File: src/rtl/rxb_pkg.sv
package rxb_pkg;
  localparam int DATA_W = 8;
  localparam int ERR_W  = 3;

  typedef struct packed {
    logic [ERR_W-1:0]  err;
    logic [DATA_W-1:0] data;
  } entry_t;

  // trigger level for a given capacity mode and code
  function automatic int trig_level(input logic deep, input logic [1:0] code);
    int lvl;
    if (deep) begin
      case (code)
        2'd0: lvl = 1;
        2'd1: lvl = 16;
        2'd2: lvl = 32;
        default: lvl = 56;
      endcase
    end else begin
      case (code)
        2'd0: lvl = 1;
        2'd1: lvl = 4;
        2'd2: lvl = 8;
        default: lvl = 14;
      endcase
    end
    return lvl;
  endfunction

  function automatic int capacity(input logic deep, input int shallow, input int deepest);
    return deep ? deepest : shallow;
  endfunction
endpackage

File: src/rtl/rxb_store.sv
module rxb_store #(
  parameter int DEPTH_MAX = 64,
  localparam int AW = $clog2(DEPTH_MAX),
  localparam int CW = $clog2(DEPTH_MAX + 1)
) (
  input  logic                 clk,
  input  logic                 rst_n,
  input  logic                 clr,
  input  logic                 wr_en,
  input  rxb_pkg::entry_t      wr_entry,
  input  logic                 rd_en,
  input  logic [CW-1:0]        cap,
  output rxb_pkg::entry_t      head,
  output logic [CW-1:0]        count,
  output logic                 push_ev,
  output logic                 pop_ev,
  output logic                 full,
  output logic                 overrun,
  output logic                 err_present
);
  rxb_pkg::entry_t mem [DEPTH_MAX];
  logic [AW-1:0] wptr, rptr;
  logic [CW-1:0] err_cnt;
  logic          push_err, pop_err;

  assign full     = !(count < cap);
  assign push_ev  = wr_en & !clr & !full;
  assign pop_ev   = rd_en & !clr & (count != '0);
  assign head     = mem[rptr];
  assign push_err = push_ev & (|wr_entry.err);
  assign pop_err  = pop_ev & (|head.err);
  assign err_present = (err_cnt != '0);

  always_ff @(posedge clk) begin
    if (push_ev) mem[wptr] <= wr_entry;
  end

  always_ff @(posedge clk or negedge rst_n) begin
    if (!rst_n) begin
      wptr <= '0; rptr <= '0; count <= '0; err_cnt <= '0; overrun <= 1'b0;
    end else if (clr) begin
      wptr <= '0; rptr <= '0; count <= '0; err_cnt <= '0; overrun <= 1'b0;
    end else begin
      if (push_ev) wptr <= wptr + 1'b1;
      if (pop_ev)  rptr <= rptr + 1'b1;
      count   <= count + CW'(push_ev) - CW'(pop_ev);
      err_cnt <= err_cnt + CW'(push_err) - CW'(pop_err);
      if (wr_en && full) overrun <= 1'b1;
    end
  end
endmodule

File: src/rtl/rxb_timer.sv
module rxb_timer #(
  parameter int TO_CHARS = 4,
  localparam int TW = $clog2(TO_CHARS + 1)
) (
  input  logic clk,
  input  logic rst_n,
  input  logic clr,
  input  logic restart,
  input  logic pop_ev,
  input  logic char_tick,
  input  logic nonempty,
  output logic timeout_flag
);
  logic [TW-1:0] tcnt;
  logic          fire;

  assign fire = nonempty & char_tick & !restart & (tcnt == TW'(TO_CHARS - 1));

  always_ff @(posedge clk or negedge rst_n) begin
    if (!rst_n) begin
      tcnt <= '0; timeout_flag <= 1'b0;
    end else if (clr) begin
      tcnt <= '0; timeout_flag <= 1'b0;
    end else begin
      if (restart || !nonempty) tcnt <= '0;
      else if (char_tick && tcnt != TW'(TO_CHARS)) tcnt <= tcnt + 1'b1;
      if (pop_ev)    timeout_flag <= 1'b0;
      else if (fire) timeout_flag <= 1'b1;
    end
  end
endmodule

File: src/rtl/rxb_dma.sv
module rxb_dma (
  input  logic clk,
  input  logic rst_n,
  input  logic clr,
  input  logic dma_mode,
  input  logic nonempty,
  input  logic avail_req,
  input  logic timeout_flag,
  output logic rx_ready_n
);
  logic latch_q, block_act;

  assign block_act  = nonempty & (latch_q | avail_req | timeout_flag);
  assign rx_ready_n = dma_mode ? !block_act : !nonempty;

  always_ff @(posedge clk or negedge rst_n) begin
    if (!rst_n)     latch_q <= 1'b0;
    else if (clr)   latch_q <= 1'b0;
    else            latch_q <= block_act;
  end
endmodule

File: src/rtl/rx_char_buffer.sv
module rx_char_buffer #(
  parameter int DEPTH_MAX = 64,
  parameter int SHALLOW   = 16,
  parameter int TO_CHARS  = 4,
  localparam int CW = $clog2(DEPTH_MAX + 1)
) (
  input  logic                       clk,
  input  logic                       rst_n,
  input  logic                       wr_en,
  input  logic [rxb_pkg::DATA_W-1:0] wr_data,
  input  logic [rxb_pkg::ERR_W-1:0]  wr_err,
  input  logic                       stop_mid,
  input  logic                       rd_en,
  output logic [rxb_pkg::DATA_W-1:0] rd_data,
  output logic [rxb_pkg::ERR_W-1:0]  rd_err,
  input  logic                       clr,
  input  logic                       deep_mode,
  input  logic [1:0]                 trig_code,
  input  logic                       dma_mode,
  input  logic                       char_tick,
  output logic [CW-1:0]              fill_count,
  output logic                       data_ready,
  output logic                       avail_req,
  output logic                       timeout_flag,
  output logic                       rx_ready_n,
  output logic                       overrun,
  output logic                       err_present
);
  rxb_pkg::entry_t wr_entry, head;
  logic [CW-1:0]   cap, trig;
  logic            push_ev, pop_ev, full;

  assign wr_entry = '{err: wr_err, data: wr_data};
  assign cap  = CW'(rxb_pkg::capacity(deep_mode, SHALLOW, DEPTH_MAX));
  assign trig = CW'(rxb_pkg::trig_level(deep_mode, trig_code));
  assign rd_data    = head.data;
  assign rd_err     = head.err;
  assign data_ready = (fill_count != '0);
  assign avail_req  = (fill_count >= trig);

  rxb_store #(.DEPTH_MAX(DEPTH_MAX)) u_store (
    .clk(clk), .rst_n(rst_n), .clr(clr), .wr_en(wr_en), .wr_entry(wr_entry),
    .rd_en(rd_en), .cap(cap), .head(head), .count(fill_count),
    .push_ev(push_ev), .pop_ev(pop_ev), .full(full), .overrun(overrun),
    .err_present(err_present)
  );

  rxb_timer #(.TO_CHARS(TO_CHARS)) u_timer (
    .clk(clk), .rst_n(rst_n), .clr(clr), .restart(stop_mid | pop_ev),
    .pop_ev(pop_ev), .char_tick(char_tick), .nonempty(data_ready),
    .timeout_flag(timeout_flag)
  );

  rxb_dma u_dma (
    .clk(clk), .rst_n(rst_n), .clr(clr), .dma_mode(dma_mode),
    .nonempty(data_ready), .avail_req(avail_req), .timeout_flag(timeout_flag),
    .rx_ready_n(rx_ready_n)
  );
endmodule

File: config.mk
export PLATFORM = sky130hd
export DESIGN_NAME = rx_char_buffer
export DESIGN_NICKNAME = d
export VERILOG_FILES = /design/src/rtl/rxb_pkg.sv /design/src/rtl/rxb_store.sv /design/src/rtl/rxb_timer.sv /design/src/rtl/rxb_dma.sv /design/src/rtl/rx_char_buffer.sv
export SDC_FILE = /design/constraint.sdc
export NUM_CORES = 1
export LEC_CHECK = 0
export ABC_AREA = 1
export BUFFER_PORTS_ARGS = -buffer_cell sky130_fd_sc_hd__buf_4
export CAP_MARGIN = 15
export CELL_PAD_IN_SITES_DETAIL_PLACEMENT = 1
export CELL_PAD_IN_SITES_GLOBAL_PLACEMENT = 1
export CORE_ASPECT_RATIO = 0.6
export CORE_MARGIN = 2
export CORE_UTILIZATION = 25
export DETAILED_ROUTE_END_ITERATION = 6
export PLACE_DENSITY_LB_ADDON = 0.1
export SLEW_MARGIN = 20
export SYNTH_ARGS = -nofsm -noshare
export SYNTH_HDL_FRONTEND = slang
export SYNTH_SLANG_ARGS = --single-unit
File: constraint.sdc
create_clock -name clk -period 3.3 [get_ports clk]
set_input_delay 0.165 -clock clk [delete_from_list [all_inputs] [get_ports clk]]
set_output_delay 0.165 -clock clk [all_outputs]
set_load 0.02 [all_outputs]
### After elaboration in Yosys (flattened, before gate mapping)

Memory sizes are Yosys's and may differ from the RTL's.
Cells that the tools add are included.

| word-level totals | value |
|---|---|
| flip-flop bits (word level) | 32 |
| bits in writable memories | 704 |
| input bits | 22 |
| output and inout port bits | 24 |
| logic and storage cells | 75 |
| memories | 1 |

| operators by class | value |
|---|---|
| add/subtract/negate cells | 7 |
| $lt $le $gt $ge | 2 |
| eq/ne operators | 4 |
| mux-type cells | 22 |
| bitwise logic cells | 13 |
| reductions and logical operators | 18 |

Memories:

| name | depth | bits a word | rd ports | clocked after Yosys merged registers in | write ports | line | source |
|---|---|---|---|---|---|---|---|
| u_store.mem | 64 | 11 | 1 | 0 | 1 | rxb_store.sv:21 | `rxb_pkg::entry_t mem [DEPTH_MAX];` |

Operators with widths:

| cell | count |
|---|---|
| 2-to-1 mux 7 bit | 4 |
| 2-to-1 mux 6 bit | 4 |
| case mux 6 bit (3 select lines) | 1 |
| adder 7 x 1 -> 7 bit | 2 |
| nonzero test 7 bit | 2 |
| subtractor 7 x 1 -> 7 bit | 2 |
| adder 6 x 1 -> 6 bit (second input constant) | 2 |
| case mux 4 bit (3 select lines) | 1 |
| AND 1 bit | 10 |
| 2-to-1 mux 1 bit | 9 |
| 2-to-1 mux 3 bit | 3 |
| >= comparator 7 bit | 1 |
| < comparator 7 bit | 1 |
| nonzero test 2 bit | 3 |
| nonzero test 3 bit | 2 |
| OR reduction 3 bit | 2 |
| zero test 1 bit | 5 |
| adder 3 x 1 -> 3 bit (second input constant) | 1 |
| equality test 3 x 2 -> 1 bit (second input constant) | 1 |
| != test 3 bit (second input constant) | 1 |
| bitwise OR 1 bit | 3 |
| equality test 2 x 1 -> 1 bit (second input constant) | 1 |
| equality test 2 bit (second input constant) | 1 |
| logical AND 1 bit | 2 |
| other kinds (2) | 2 |

### Logic depth before layout (Yosys ltp)

Gate-level depths: netlist of run 1.

| depth | value |
|---|---|
| depth after elaboration | 10 |
| depth in mapped cells | 27 |
| mapped depth without buffers | 25 |

### Modules after synthesis

From an unflattened synthesis of run 1, not the netlist that was laid out.

| unflattened totals | value |
|---|---|
| cells, all modules | 2,484 |
| area total of the unflattened synthesis | 30,440.4 µm² |

By module, submodules not included:

| module | instances | cells each | area each (µm²) |
|---|---|---|---|
| rxb_store | 1 | 2,407 | 29,923.7 |
| rxb_timer | 1 | 32 | 251.5 |
| rx_char_buffer | 1 | 37 | 209.0 |
| rxb_dma | 1 | 8 | 56.3 |

### Least setup slack after synthesis of run 1

Ideal clock, no wire load.

| timing path | value |
|---|---|
| path kind | reg-to-reg |
| start | reg u_store.count[5] |
| end | reg u_store.err_cnt[6] |
| library setup time | 77 ps |
| arrival time | 3,060 ps |
| required time | 3,223 ps |
| setup slack | 163 ps |
| cell stages (with the launch flop) | 20 |
| path buffers | 0 |
| period minus slack after synthesis | 3,137 ps |
| cell sequence | dfrtp_1 -> inv_1 -> ha_1 -> nand3_1 -> nand2_1 -> nor2_2 -> nand2_1 -> inv_1 -> ha_1 -> inv_1 -> ha_1 -> inv_1 -> fa_1 -> o21ai_0 -> a21oi_1 -> nor2_1 -> nor2_1 -> o21bai_1 -> o21ai_0 -> a21oi_1 |

| on the way | value |
|---|---|
| elaborated cells between the ends (all ways) | 9 |

RTL lines:

| item | line | source |
|---|---|---|
| from (decl) | rxb_store.sv:14 | `output logic [CW-1:0] count,` |
| from (signal assigned) | rxb_store.sv:46 | `count <= count + CW'(push_ev) - CW'(pop_ev);` |
| nonzero test 7 bit | -- |  |
| named net data_ready | rx_char_buffer.sv:22 | `output logic data_ready,` |
| AND 1 bit | rxb_store.sv:28 | `assign pop_ev = rd_en & !clr & (count != '0);` |
| AND 1 bit | rxb_store.sv:31 | `assign pop_err = pop_ev & (\|head.err);` |
| subtractor 7 x 1 -> 7 bit | rxb_store.sv:47 | `err_cnt <= err_cnt + CW'(push_err) - CW'(pop_err);` |
| 2-to-1 mux 7 bit | rxb_store.sv:41 | `end else if (clr) begin` |
| to (signal assigned) | rxb_store.sv:47 |  |
| to (decl) | rxb_store.sv:23 | `logic [CW-1:0] err_cnt;` |

The timed path passes the listed nets, and every way through them passes these cells.
A chain may end at the register's enable or synchronous reset.

### Final worst setup path of run 1

| timing path | value |
|---|---|
| start | reg u_store.rptr[0] |
| end | reg u_store.err_cnt[6] |

| on the way | value |
|---|---|
| longest elaborated chain between the ends | 5 |

Ends and longest elaborated chain:

| item | line | source |
|---|---|---|
| from (decl) | rxb_store.sv:22 | `logic [AW-1:0] wptr, rptr;` |
| from (signal assigned) | rxb_store.sv:45 | `if (pop_ev) rptr <= rptr + 1'b1;` |
| memory read (64 x 11 bit) | -- |  |
| OR reduction 3 bit | rxb_store.sv:31 |  |
| AND 1 bit | rxb_store.sv:31 |  |
| subtractor 7 x 1 -> 7 bit | rxb_store.sv:47 |  |
| 2-to-1 mux 7 bit | rxb_store.sv:41 |  |

No other way between the ends.

==> results of run 1 <==
==> per-stage QoR <==
| step | setup WS [ns] | hold slack [ns] | cell area (µm²) | TNS (ns) |
|---|---|---|---|---|
| after floorplan | 0.163 | -0.131 | 30400 | 0 |
| after global placement | -0.711 | 0.176 | 33900 | -1.45 |
| after detailed placement | -0.701 | 0.169 | 33900 | -1.48 |
| after CTS | -0.328 | 0.0258 | 37600 | -1.07 |
| after global routing | -0.421 | 0.0683 | 38500 | -1.76 |
| final | -0.277 | 0.0700 | 38600 | -0.388 |
==> critical path, cell delays in order (launching register included) <==
cell and delay (ns):
sky130_fd_sc_hd__dfrtp_4 0.55, sky130_fd_sc_hd__buf_12 0.20, sky130_fd_sc_hd__buf_16 0.16, sky130_fd_sc_hd__buf_8 0.14, sky130_fd_sc_hd__nand2_2 0.07, sky130_fd_sc_hd__nand3_2 0.07
sky130_fd_sc_hd__nand3_2 0.11, sky130_fd_sc_hd__nand3_2 0.09, sky130_fd_sc_hd__nand3_2 0.10, sky130_fd_sc_hd__nand3_2 0.09, sky130_fd_sc_hd__nand2_2 0.12, sky130_fd_sc_hd__nand3_4 0.09
sky130_fd_sc_hd__nand2_2 0.07, sky130_fd_sc_hd__inv_2 0.04, sky130_fd_sc_hd__ha_4 0.23, sky130_fd_sc_hd__inv_4 0.05, sky130_fd_sc_hd__ha_4 0.12, sky130_fd_sc_hd__inv_2 0.04
sky130_fd_sc_hd__fa_2 0.35, sky130_fd_sc_hd__o21ai_2 0.15, sky130_fd_sc_hd__a21oi_2 0.07, sky130_fd_sc_hd__nor2_1 0.10, sky130_fd_sc_hd__nor2_1 0.06, sky130_fd_sc_hd__o21bai_1 0.17
sky130_fd_sc_hd__buf_4 0.13, sky130_fd_sc_hd__a21oi_1 0.05
==> cell type report <==
type                       instances  area, µm²  share of cell area
clock buffer                      98       2110              0.0548
timing repair buffer             331       3410              0.0885
inverter                          84        332             0.00860
tap                             1600       2000              0.0519
antenna                            3       7.51            0.000195
sequential                       736      21900               0.569
clock inverter                    42        363             0.00941
multi-input combinational       1580       8360               0.217
timing repair inverter             1       11.3            0.000292
==> cells in the final DEF, fill, tap and decap left out, types with 22 or more instances in the layout <==
cell / netlist / layout
sky130_fd_sc_hd__nand2_2: 0 / 50
sky130_fd_sc_hd__a211oi_2: 0 / 23
sky130_fd_sc_hd__o21ai_0: 139 / 123
sky130_fd_sc_hd__buf_12: 0 / 24
sky130_fd_sc_hd__inv_1: 79 / 75
sky130_fd_sc_hd__a21oi_1: 138 / 105
sky130_fd_sc_hd__o22ai_1: 49 / 43
sky130_fd_sc_hd__dfrtp_1: 32 / 29
sky130_fd_sc_hd__nand2_1: 729 / 669
sky130_fd_sc_hd__buf_4: 11 / 249
sky130_fd_sc_hd__clkinv_1: 2 / 22
sky130_fd_sc_hd__edfxtp_1: 704 / 704
sky130_fd_sc_hd__nor2_1: 189 / 187
sky130_fd_sc_hd__nand3_1: 189 / 125
sky130_fd_sc_hd__a21oi_2: 0 / 30
sky130_fd_sc_hd__ha_1: 30 / 28
sky130_fd_sc_hd__nand3_2: 0 / 53
sky130_fd_sc_hd__clkbuf_16: 0 / 93
sky130_fd_sc_hd__mux2i_1: 24 / 23
==> metal layers <==
metal | up-vias | GRT usage | share of wire
li1 | 9549 | - | -
met1 | 10889 | 0.273 | 0.53
met2 | 367 | 0.247 | 0.41
met3 | 106 | 0.0310 | 0.041
met4 | 0 | 0.0348 | 0.016
met5 | - | 0 | 0
==> registers in the layout (all words and copies together) (netlist names) <==
name,cells
u_dma.latch_q,1
u_store.count,7
u_store.err_cnt,7
u_store.mem,704
u_store.overrun,1
u_store.rptr,6
u_store.wptr,6
u_timer.tcnt,3
u_timer.timeout_flag,1
==> power by group <==
part / internal (µW) / switching [µW]
clock: 5000 / 3850
combinational: 4130 / 6840
sequential: 10400 / 132
total: 19500 / 10800
==> repair_timing <==
| item | 4_1_cts | 5_1_grt |
|---|---|---|
| setup buffers | 18 | 18 |
| hold buffers | 10 | 0 |
| resized for setup | 153 | 157 |
| cloned | 10 | 12 |
| endpoints found under the setup margin | 14 | 15 |
| endpoints found under the hold margin | 46 | 0 |
| pin swaps | 31 | 79 |
==> worst max-delay path by stage <==
stage / endpoint / slack (ns) / depth (start not counted)
after CTS: u_store.err_cnt[6] / -0.33 / 25
final: u_store.err_cnt[6] / -0.28 / 25
after floorplan: u_store.err_cnt[6] / 0.16 / 19
after global placement: u_store.err_cnt[6] / -0.71 / 23
after detailed placement: u_store.err_cnt[6] / -0.70 / 23
after global routing: u_store.err_cnt[6] / -0.42 / 25
==> kinds of logic after synthesis <==
group                    after synthesis  share of synthesized area
XOR/XNOR                               4                    0.00115
AND/OR/NAND/NOR                     1123                      0.148
AO/OA/AOI/OAI                        397                     0.0724
multiplexers                          24                    0.00791
buffers and inverters                223                     0.0344
flip-flops                           736                      0.723
adder cells (fa/ha/maj)               32                     0.0137
==> reports/qor.txt, run 1 <==
share of the synthesized area in the top cell type = 0.696
number of levels the H-tree was split into = 3
register bit count reported by yosys = 736
number of warnings issued by yosys = 0
wire length of the first global-routing pass = 156000 µm
r2r setup slk = -0.28 ns
Tcrit/Tclk final = 1.08
worst clock skew = 0.0257 ns
total instance count after detailed placement = 4269
final global-route overflow total = 0
Final min period = 3.58 ns
R2R cell count = 25
initial antenna violation count = 9
critical path class = reg -> reg
required time worst endpoint = 3.85 ns
Clock Latency Late Sink = 0.68 ns
post-synthesis cell count = 2539
Pwr Total = 30300 µW
count of final max-slew check failures = 0
startpoint of the worst hold path = rd_en
final setup violating endpoints = 5
maximum buffer depth of the clock tree = 3
launch point of the critical path = u_store.rptr[0]
post-route ant nets = 0
via count of the first global-routing pass = 21393
Arr. time, crit path = 4.13 ns
Total GRT Usage = 0.174
number of cells in the finished layout apart from fillers = 4475
class of the worst hold path = in -> reg
max cap viols = 0
areal power density over the cells = 787 nW/µm²
outcome = complete, but fails checks
die outline width = 454 µm
fraction of final layout cells sized beyond drive strength 1 = 0.224
most common cell in the synthesized netlist = sky130_fd_sc_hd__nand2_1
Fillers = 12844
number of clock sinks = 736
net count after synthesis = 2593
sum of net half-perimeters after detailed placement = 68800 µm
number of flops mapped to enable cells by yosys = 704
average cell area after synthesis = 12.0 µm²
synthesized cell area = 30400 µm²
detailed-route wire length = 110000 µm
worst min-delay path endpoint = u_store.rptr[3]
worst slew margin relative to its limit = 0.254
Nets = 2866
largest net degree at the start of global routing = 65
post-route DRC violation count = 0
worst r2r src = u_store.rptr[0]
leakage = 0.0140 µW
detail-routed net length per standard cell = 24.7 µm
via count = 20911
fraction of the yosys area taken by sequential cells = 0.723
first drt pass iteration count = 5
Critical R2R Capture = u_store.err_cnt[6]
maximum operating frequency = 280 MHz
largest fanout on the critical path = 7
Startpoint Class = flop
layout overhead on the synthesized area = 27.0%
Vert. Die Dim = 274 µm
Layout Utilization = 0.322
dominant cell type by area after synthesis = sky130_fd_sc_hd__edfxtp_1
clock root buffer master = sky130_fd_sc_hd__clkbuf_16
clock transition time at the flip-flop clock pins of the worst setup and hold paths = 0.06 ns
number of input and output port buffers inserted = 45
violated checks = setup timing
count of cells along the worst hold path = 6
Peak VDD IR = 359 µV
Hold Violations, Final = 0
clock tree from TritonCTS = yes
commonest cells in the netlist = sky130_fd_sc_hd__nand2_1 (729), sky130_fd_sc_hd__edfxtp_1 (704), sky130_fd_sc_hd__nand3_1 (189), sky130_fd_sc_hd__nor2_1 (189), sky130_fd_sc_hd__o21ai_0 (139)
total clock buffers created by CTS = 78
core outline area = 120000 µm²
worst slew pin tran = 1.12 ns
row cnt = 98
endpoint kind of the worst setup timing path = flop
async set-or-reset flop fraction in the synthesized netlist = 0.0435
num ports = 46
dominant register cell in the synthesized netlist = sky130_fd_sc_hd__edfxtp_1
iteration-0 DRC count of the detailed router = 1705
Setup WS post-layout = -0.277 ns
Unique masters post-synth = 31
Vias per Instance = 4.67
starting density of the core = 0.253
area of the die = 124000 µm²
routability congestion estimate from global placement = 0.784
most area-consuming cells after synthesis = sky130_fd_sc_hd__edfxtp_1 (70%), sky130_fd_sc_hd__nand2_1 (9.0%), sky130_fd_sc_hd__nand3_1 (3.1%)
unrepaired setup endpoints after global routing = true
Note: power is estimated with default switching activity, not from simulation.
==> inputs of run 2 (changes only) <==
--- a/config.mk
+++ b/config.mk
@@ -14,7 +14,8 @@
 export CORE_MARGIN = 2
 export CORE_UTILIZATION = 25
 export DETAILED_ROUTE_END_ITERATION = 6
-export PLACE_DENSITY_LB_ADDON = 0.1
+export MAX_ROUTING_LAYER = met4
+export PLACE_DENSITY = 0.51
 export SLEW_MARGIN = 20
 export SYNTH_ARGS = -nofsm -noshare
 export SYNTH_HDL_FRONTEND = slang
==> run 2 against run 1 <==
Effect of this change: the flow still finishes with violations (setup timing); power shrank 0.99%; final cell count shrank 0.13%; flip-flop and latch count is the same; critical path depth shrank 4; critical endpoint is now rd_err[0]; largest cell class unchanged; largest power group unchanged.
==> reports/qor.txt, run 2 (synthesis gave the netlist of run 1 again) <==
outcome = complete, but fails checks (unchanged)
violated checks = setup timing (unchanged)
detailed-route wire length = 103000 µm (was 110000 µm)
Setup WS post-layout = -0.307 ns (was -0.277 ns)
post-route ant nets = 0 (unchanged)
critical path class = reg -> out (was reg -> reg)
number of clock sinks = 736 (unchanged)
Arr. time, crit path = 3.44 ns (was 4.13 ns)
worst min-delay path endpoint = u_store.mem[0][7] (was u_store.rptr[3])
via count = 21035 (was 20911)
Total Neg Setup Slack = -0.896 ns (was -0.388 ns)
required time worst endpoint = 3.13 ns (was 3.85 ns)
core outline area = 120000 µm² (unchanged)
endpoint kind of the worst setup timing path = primary output (was flop)
largest fanout on the critical path = 5 (was 7)
iteration-0 DRC count of the detailed router = 2030 (was 1705)
Nets = 2861 (was 2866)
count of cells along the worst hold path = 1 (was 6)
initial antenna violation count = 4 (was 9)
starting density of the core = 0.253 (unchanged)
number of cells in the finished layout apart from fillers = 4469 (was 4475)
maximum buffer depth of the clock tree = 3 (unchanged)
sum of net half-perimeters after detailed placement = 65200 µm (was 68800 µm)
total instance count after detailed placement = 4261 (was 4269)
Peak VDD IR = 375 µV (was 359 µV)
worst r2r src = u_store.rptr[0] (unchanged)
row cnt = 98 (unchanged)
worst setup timing slack at the placement stage = -0.659 ns (was -0.701 ns)
unrepaired setup endpoints after global routing = true (unchanged)
number of input and output port buffers inserted = 45 (unchanged)
total clock buffers created by CTS = 75 (was 78)
worst clock skew = 0.0223 ns (was 0.0257 ns)
maximum operating frequency = 277 MHz (was 280 MHz)
num ports = 46 (unchanged)
flip-flop count of the largest register, all copies and words added = 704 (unchanged)
worst slew margin relative to its limit = 0.353 (was 0.254)
Fillers = 12946 (was 12844)
max cap viols = 0 (unchanged)
worst slew pin tran = 0.971 ns (was 1.12 ns)
layout overhead on the synthesized area = 26.4% (was 27.0%)
R2R cell count = 27 (was 25)
via count of the first global-routing pass = 21684 (was 21393)
Total GRT Usage = 0.168 (was 0.174)
Final min period = 3.61 ns (was 3.58 ns)
clock tree from TritonCTS = yes (unchanged)
area of the multi-input gates = 8310 µm² (was 8360 µm²)
commonest non-fill, non-tap cell in the layout = sky130_fd_sc_hd__edfxtp_1 (unchanged)
area of the die = 124000 µm² (unchanged)
class of the worst hold path = in -> reg (unchanged)
Hold Violations, Final = 0 (unchanged)
post-route DRC violation count = 0 (unchanged)
clock root buffer master = sky130_fd_sc_hd__clkbuf_16 (unchanged)
wire length of the first global-routing pass = 150000 µm (was 156000 µm)
Vias per Instance = 4.71 (was 4.67)
final setup violating endpoints = 6 (was 5)
clock transition time at the flip-flop clock pins of the worst setup and hold paths = 0.07 ns (was 0.06 ns)
areal power density over the cells = 783 nW/µm² (was 787 nW/µm²)
Startpoint Class = flop (unchanged)
leakage = 0.0140 µW (about the same)
count of final max-slew check failures = 0 (unchanged)
routability congestion estimate from global placement = 0.860 (was 0.784)
final hold slack = 0.0911 ns (was 0.0700 ns)
detail-routed net length per standard cell = 23.0 µm (was 24.7 µm)
leading registers by flop count = u_store.mem (704), u_store.count (7), u_store.err_cnt (7) (unchanged)
Vert. Die Dim = 274 µm (unchanged)
Tcrit/Tclk final = 1.09 (was 1.08)
dpl cell area = 33800 µm² (was 33900 µm²)
fraction of final layout cells sized beyond drive strength 1 = 0.218 (was 0.224)
highest-count cells in the layout ignoring fill and taps = sky130_fd_sc_hd__edfxtp_1 (704), sky130_fd_sc_hd__nand2_1 (664), sky130_fd_sc_hd__buf_4 (238) (was sky130_fd_sc_hd__edfxtp_1 (704), sky130_fd_sc_hd__nand2_1 (669), sky130_fd_sc_hd__buf_4 (249))
number of levels the H-tree was split into = 3 (unchanged)
r2r setup slk = -0.29 ns (was -0.28 ns)
register area = 21900 µm² (unchanged)
Clock Latency Late Sink = 0.66 ns (was 0.68 ns)
first drt pass iteration count = 7 (was 5)
final global-route overflow total = 0 (unchanged)
Critical R2R Capture = u_store.err_cnt[6] (unchanged)
die outline width = 454 µm (unchanged)
largest net degree at the start of global routing = 65 (unchanged)
startpoint of the worst hold path = wr_data[7] (was rd_en)
Biggest register = u_store.mem (unchanged)
final design instance area without fill = 38400 µm² (was 38600 µm²)
-- run 2: cell count changes in the layout (fill, tap and decap cells not counted), moves of 5 or more --
cell	change
sky130_fd_sc_hd__nand3_2	-5
sky130_fd_sc_hd__a211oi_2	-9
sky130_fd_sc_hd__a211oi_1	+9
sky130_fd_sc_hd__buf_4	-11
sky130_fd_sc_hd__clkinv_1	-8
sky130_fd_sc_hd__nand2_1	-5
sky130_fd_sc_hd__buf_12	+6
sky130_fd_sc_hd__buf_16	-7
sky130_fd_sc_hd__clkbuf_16	-10
sky130_fd_sc_hd__buf_6	+9
sky130_fd_sc_hd__a21oi_1	+5
-- run 2: cell type report --
class / count / area share
repair buffers: 327 / 0.0860
inverters: 84 / 0.00874
multi-input cells: 1580 / 0.217
diodes: 4 / 0.000261
clock buffers: 98 / 0.0539
flip-flops and latches: 736 / 0.572
clock inverters: 37 / 0.00962
repair inverters: 3 / 0.000750
well taps: 1600 / 0.0522
-- run 2: where the power goes --
group / internal (µW) / total [µW] / switching, µW
clock network: 4980 / 8690 / 3710
logic: 4220 / 10900 / 6630
registers: 10400 / 10500 / 110
-- run 2: what timing repair did --
action,in CTS,in global routing
hold endpoints to repair,43,0
hold buffers,10,0
cloned,13,4
endpoints found under the setup margin,13,15
buffers inserted,34,15
pin swaps,37,75
gates resized for setup,126,191
-- run 2: how the worst max path moves through the flow --
stage                      from                 end  slack (ns)  depth (start not counted)
3_3_place_gp    u_store.rptr[0]  u_store.err_cnt[6]       -0.70                         23
3_5_place_dp    u_store.rptr[0]  u_store.err_cnt[6]       -0.66                         24
5_1_grt         u_store.rptr[0]  u_store.err_cnt[6]       -0.47                         25
4_1_cts         u_store.rptr[0]  u_store.err_cnt[6]       -0.26                         27
2_1_floorplan  u_store.count[5]  u_store.err_cnt[6]        0.16                         19
6_report        u_store.rptr[0]           rd_err[0]       -0.31                         21
-- run 2: layer usage --
| metal | vias up | global-route usage | wire length (µm) |
|---|---|---|---|
| li1 | 9536 | - | - |
| met1 | 10861 | 0.265 | 54000 |
| met2 | 527 | 0.221 | 40900 |
| met3 | 111 | 0.0256 | 5920 |
| met4 | 0 | 0.0379 | 1760 |
| met5 | - | - | 0 |
-- run 2: critical path: stages, from the launching register on --
cell,delay (ns)
sky130_fd_sc_hd__dfrtp_4,0.53
sky130_fd_sc_hd__buf_8,0.16
sky130_fd_sc_hd__inv_16,0.08
sky130_fd_sc_hd__buf_12,0.15
sky130_fd_sc_hd__buf_12,0.13
sky130_fd_sc_hd__nand2_1,0.06
sky130_fd_sc_hd__nand2_1,0.06
sky130_fd_sc_hd__nand2_1,0.09
sky130_fd_sc_hd__nand3_4,0.13
sky130_fd_sc_hd__nand3_4,0.09
sky130_fd_sc_hd__nand3_2,0.08
sky130_fd_sc_hd__nand2_2,0.09
sky130_fd_sc_hd__buf_4,0.14
sky130_fd_sc_hd__buf_6,0.10
sky130_fd_sc_hd__buf_4,0.12
sky130_fd_sc_hd__buf_4,0.12
sky130_fd_sc_hd__buf_4,0.12
sky130_fd_sc_hd__buf_4,0.13
sky130_fd_sc_hd__buf_4,0.13
sky130_fd_sc_hd__buf_6,0.12
sky130_fd_sc_hd__inv_2,0.05
sky130_fd_sc_hd__buf_6,0.11
-- run 2: metrics by stage --
stage / power (µW) / util
6_report: 30000 / 0.320
3_3_place_gp: 18800 / 0.282
3_5_place_dp: 19000 / 0.282
4_1_cts: 29300 / 0.313
5_1_grt: 31600 / 0.320
2_1_floorplan: 15400 / -
==> inputs of run 3 (changes only) <==
--- a/config.mk
+++ b/config.mk
@@ -5,7 +5,6 @@
 export SDC_FILE = /design/constraint.sdc
 export NUM_CORES = 1
 export LEC_CHECK = 0
-export ABC_AREA = 1
 export BUFFER_PORTS_ARGS = -buffer_cell sky130_fd_sc_hd__buf_4
 export CAP_MARGIN = 15
 export CELL_PAD_IN_SITES_DETAIL_PLACEMENT = 1
@@ -15,7 +14,7 @@
 export CORE_UTILIZATION = 25
 export DETAILED_ROUTE_END_ITERATION = 6
 export MAX_ROUTING_LAYER = met4
-export PLACE_DENSITY = 0.51
+export PLACE_DENSITY = 0.48
 export SLEW_MARGIN = 20
 export SYNTH_ARGS = -nofsm -noshare
 export SYNTH_HDL_FRONTEND = slang
==> run 3 against run 2 <==
Effect of this change: the run still ends with setup timing left; synthesized area decreased by 3.8%; die area decreased by 3.8%; combinational power decreased by 41%; count of clock-buffer cells in the layout decreased by 1; final cell count decreased by 27%; synthesized cell count decreased by 45%; global-route usage decreased by 1.8 points; largest cell class unchanged; clock power decreased by 2%; critical path depth decreased by 2; setup slack got worse by 0.44 ns; via count decreased by 28%; highest routed layer unchanged; critical path type is now reg -> reg; register-to-register slack got worse by 0.45 ns.
==> reports/qor.txt, run 3 <==
outcome = complete, but fails checks (unchanged)
violated checks = setup timing (unchanged)
Internal Dissipation = 18300 µW (was 19600 µW)
async set-or-reset flop fraction in the synthesized netlist = 0.0435 (unchanged)
clock tree from TritonCTS = yes (unchanged)
num ports = 46 (unchanged)
share of total power in combinational logic = 0.252 (was 0.361)
most common cell in the synthesized netlist = sky130_fd_sc_hd__edfxtp_1 (was sky130_fd_sc_hd__nand2_1)
largest fanout on the critical path = 7 (was 5)
unrepaired setup endpoints after global routing = true (unchanged)
Peak VDD IR = 336 µV (was 375 µV)
die outline width = 445 µm (was 454 µm)
mux contribution to synthesized area = 0.167 (was 0.00791)
number of flops mapped to enable cells by yosys = 704 (unchanged)
Pwr Total = 25400 µW (was 30000 µW)
initial antenna violation count = 8 (was 4)
Buf/Inv on CP = 4 (was 14)
areal power density over the cells = 707 nW/µm² (was 783 nW/µm²)
maximum operating frequency = 247 MHz (was 277 MHz)
clock root buffer master = sky130_fd_sc_hd__clkbuf_16 (unchanged)
Vert. Die Dim = 269 µm (was 274 µm)
part of the power in registers = 0.413 (was 0.349)
starting density of the core = 0.251 (was 0.253)
worst setup timing slack at the placement stage = -0.834 ns (was -0.659 ns)
number of levels the H-tree was split into = 3 (unchanged)
power spent charging and discharging nets = 7110 µW (was 10500 µW)
Setup WS post-layout = -0.745 ns (was -0.307 ns)
Largest stage delay, worst path = 0.52 ns (was 0.53 ns)
Fillers = 11788 (was 12946)
number of warnings issued by yosys = 0 (unchanged)
Tcrit/Tclk final = 1.23 (was 1.09)
adder-cell share of the synthesized area = 0.0142 (was 0.0137)
fraction of the yosys area taken by sequential cells = 0.752 (was 0.723)
via count = 15218 (was 21035)
average cell area after synthesis = 21.1 µm² (was 12.0 µm²)
number of input and output port buffers inserted = 45 (unchanged)
register bit count reported by yosys = 736 (unchanged)
area of the die = 120000 µm² (was 124000 µm²)
share of the synthesized area in compound gates (AO/OA/AOI/OAI) = 0.0189 (was 0.0724)
net count after synthesis = 1440 (was 2593)
detail-routed net length per standard cell = 26.8 µm (was 23.0 µm)
commonest cells in the netlist = sky130_fd_sc_hd__edfxtp_1 (704), sky130_fd_sc_hd__mux4_2 (198), sky130_fd_sc_hd__nor2_1 (101) (was sky130_fd_sc_hd__nand2_1 (729), sky130_fd_sc_hd__edfxtp_1 (704), sky130_fd_sc_hd__nand3_1 (189), sky130_fd_sc_hd__nor2_1 (189), sky130_fd_sc_hd__o21ai_0 (139))
required time worst endpoint = 3.87 ns (was 3.13 ns)
Arr. time, crit path = 4.61 ns (was 3.44 ns)
largest net degree at the start of global routing = 66 (was 65)
Layout Utilization = 0.309 (was 0.320)
first drt pass iteration count = 5 (was 7)
dominant cell type by area after synthesis = sky130_fd_sc_hd__edfxtp_1 (unchanged)
count of final max-slew check failures = 0 (unchanged)
highest-count cells in the layout ignoring fill and taps = sky130_fd_sc_hd__edfxtp_1 (704), sky130_fd_sc_hd__buf_4 (235), sky130_fd_sc_hd__mux4_2 (198) (was sky130_fd_sc_hd__edfxtp_1 (704), sky130_fd_sc_hd__nand2_1 (664), sky130_fd_sc_hd__buf_4 (238))
worst min-delay path endpoint = u_timer.tcnt[0] (was u_store.mem[0][7])
final global-route overflow total = 0 (unchanged)
Unique masters post-synth = 46 (was 31)
endpoint kind of the worst setup timing path = flop (was primary output)
met1 Use GR = 0.237 (was 0.265)
Simple-Gate Fraction of Synth Area = 0.0267 (was 0.148)
GRT met2 Usage = 0.200 (was 0.221)
Hold Violations, Final = 0 (unchanged)
commonest non-fill, non-tap cell in the layout = sky130_fd_sc_hd__edfxtp_1 (unchanged)
total clock buffers created by CTS = 74 (was 75)
row cnt = 97 (was 98)
area share of xor/xnor cells in the synthesized design = 0.00540 (was 0.00115)
CP max-delay cell = sky130_fd_sc_hd__dfrtp_4 (unchanged)
r2r setup slk = -0.74 ns (was -0.29 ns)
R2R cell count = 19 (was 27)
routing usage on met3 = 0.0226 (was 0.0256)
startpoint of the worst hold path = char_tick (was wr_data[7])
layout overhead on the synthesized area = 22.9% (was 26.4%)
max cap viols = 0 (unchanged)
wire length of the first global-routing pass = 123000 µm (was 150000 µm)
worst slew pin tran = 0.889 ns (was 0.971 ns)
dominant register cell in the synthesized netlist = sky130_fd_sc_hd__edfxtp_1 (unchanged)
Clock Latency Late Sink = 0.66 ns (about the same)
detailed-route wire length = 87500 µm (was 103000 µm)
Nets = 1727 (was 2861)
family with the most delay on the worst path = multiplexers (was buffers and inverters)
clock transition time at the flip-flop clock pins of the worst setup and hold paths = 0.06 ns (was 0.07 ns)
via count of the first global-routing pass = 15600 (was 21684)
fraction of power consumed by the clock network = 0.335 (was 0.289)
worst slew margin relative to its limit = 0.408 (was 0.353)
most area-consuming cells after synthesis = sky130_fd_sc_hd__edfxtp_1 (72%), sky130_fd_sc_hd__mux4_2 (15%), sky130_fd_sc_hd__dfrtp_1 (2.7%) (was sky130_fd_sc_hd__edfxtp_1 (70%), sky130_fd_sc_hd__nand2_1 (9.0%), sky130_fd_sc_hd__nand3_1 (3.1%))
class of the worst hold path = in -> reg (unchanged)
critical path class = reg -> reg (was reg -> out)
Total GRT Usage = 0.150 (was 0.168)
core outline area = 116000 µm² (was 120000 µm²)
chain of cells forming the critical path = buf_12 > mux4_2 > mux4_2 > nand2_2 > nand4_1 > o22a_1 > o21a_1 > ha_4 > inv_4 > ha_4 > inv_2 > fa_2 > inv_2 > a21oi_2 > nor2_2 > o21ai_2 > a21oi_2 > or3_4 > a21oi_2 (was buf_8 > inv_16 > buf_12 > buf_12 > nand2_1 > nand2_1 > nand2_1 > nand3_4 > nand3_4 > nand3_2 > nand2_2 > buf_4 > buf_6 > buf_4 > buf_4 > buf_4 > buf_4 > buf_4 > buf_6 > inv_2 > buf_6)
maximum buffer depth of the clock tree = 3 (unchanged)
Final min period = 4.04 ns (was 3.61 ns)
leading registers by flop count = u_store.mem (704), u_store.count (7), u_store.err_cnt (7) (unchanged)
switching power share of the total = 0.280 (was 0.348)
Critical R2R Capture = u_store.err_cnt[6] (unchanged)
post-route DRC violation count = 0 (unchanged)
post-route ant nets = 0 (unchanged)
busiest layer in global routing = met1 (unchanged)
iteration-0 DRC count of the detailed router = 1613 (was 2030)
number of clock sinks = 736 (unchanged)
flip-flop count of the largest register, all copies and words added = 704 (unchanged)
share of the synthesized area in the top cell type = 0.724 (was 0.696)
main combinational cell family by area after synthesis = multiplexers (was simple AND/OR/NAND/NOR gates)
routability congestion estimate from global placement = 0.789 (was 0.860)
Biggest register = u_store.mem (unchanged)
Vias per Instance = 4.66 (was 4.71)
post-synthesis cell count = 1386 (was 2539)
Startpoint Class = flop (unchanged)
sum of net half-perimeters after detailed placement = 55600 µm (was 65200 µm)
final setup violating endpoints = 15 (was 6)
leakage = 0.0114 µW (was 0.0140 µW)
worst clock skew = 0.0233 ns (was 0.0223 ns)
fraction of final layout cells sized beyond drive strength 1 = 0.360 (was 0.218)
most common cell type on the critical path = sky130_fd_sc_hd__a21oi_2 (was sky130_fd_sc_hd__buf_4)
synthesized cell area = 29200 µm² (was 30400 µm²)
count of cells along the worst hold path = 5 (was 1)
worst r2r src = u_store.rptr[0] (unchanged)
==> run 3: repair_timing <==
item | CTS | global route
endpoints found under the hold margin | 45 | 0
resized for setup | 49 | 27
gates cloned | 3 | 6
setup endpoints to repair | 19 | 18
pin swaps | 10 | 16
buffers inserted | 9 | 18
hold buffers | 9 | 0
==> run 3: power groups by stage <==
stage / sequential (µW) / clock (µW) / combinational, µW
after floorplan: 10700 / 0 / 3380
after global placement: 10700 / 0 / 5530
after detailed placement: 10700 / 0 / 5620
after CTS: 10500 / 8760 / 6070
after global routing: 10500 / 9070 / 6820
final: 10500 / 8500 / 6400
==> run 3: worst max-delay path by stage <==
stage,startpoint,end,slack [ns],cells past startpoint
after floorplan,u_store.rptr[0],u_store.err_cnt[6],-0.40,20
after global placement,u_store.rptr[0],u_store.err_cnt[6],-0.77,19
after detailed placement,u_store.rptr[0],u_store.err_cnt[6],-0.83,19
after CTS,u_store.rptr[0],u_store.err_cnt[6],-0.74,19
after global routing,u_store.rptr[0],u_store.err_cnt[6],-0.88,20
final,u_store.rptr[0],u_store.err_cnt[6],-0.74,19
==> run 3: cell families (layout without fill, tap and decap cells) <==
family	count (synthesis)	count (layout)
AO/OA/AOI/OAI	84	84
AND/OR/NAND/NOR	177	177
buffers and inverters	99	444
multiplexers	240	240
XOR/XNOR	18	18
other	0	4
flip-flops	736	736
adder cells (fa/ha/maj)	32	32
==> run 3: routing by layer <==
metal	vias up	wire length, µm
met3	91	4710
li1	6291	-
met1	8411	45500
met4	0	1330
met5	-	0
met2	425	36000
==> run 3: metrics by stage <==
step	area [µm²]	hold slack, ns	TNS (ns)	instances
floorplan	29300	-0.131	-0.801	1386
global placement	32700	0.162	-6.02	3089
detailed placement	32700	0.166	-6.72	3089
CTS	35500	0.00119	-7.62	3242
global route	35900	0.0473	-9.67	3265
finish	35900	0.0403	-8.24	3269
==> run 3: worst reg2reg max path, cell delays in order (launching register included) <==
cell                      delay (ns)
sky130_fd_sc_hd__dfrtp_4        0.52
sky130_fd_sc_hd__buf_12         0.17
sky130_fd_sc_hd__mux4_2         0.51
sky130_fd_sc_hd__mux4_2         0.48
sky130_fd_sc_hd__nand2_2        0.08
sky130_fd_sc_hd__nand4_1        0.13
sky130_fd_sc_hd__o22a_1         0.21
sky130_fd_sc_hd__o21a_1         0.23
sky130_fd_sc_hd__ha_4           0.30
sky130_fd_sc_hd__inv_4          0.03
sky130_fd_sc_hd__ha_4           0.15
sky130_fd_sc_hd__inv_2          0.05
sky130_fd_sc_hd__fa_2           0.20
sky130_fd_sc_hd__inv_2          0.04
sky130_fd_sc_hd__a21oi_2        0.12
sky130_fd_sc_hd__nor2_2         0.06
sky130_fd_sc_hd__o21ai_2        0.15
sky130_fd_sc_hd__a21oi_2        0.08
sky130_fd_sc_hd__or3_4          0.37
sky130_fd_sc_hd__a21oi_2        0.12
==> run 3: final cells by class <==
class	count	area [µm²]	area share
antenna	4	10.0	0.000279
clock inverter	37	382	0.0106
multi-input combinational	551	6970	0.194
inverter	30	115	0.00321
clock buffer	97	2000	0.0558
sequential	736	22000	0.612
timing repair buffer	280	2530	0.0705
tap	1534	1920	0.0535
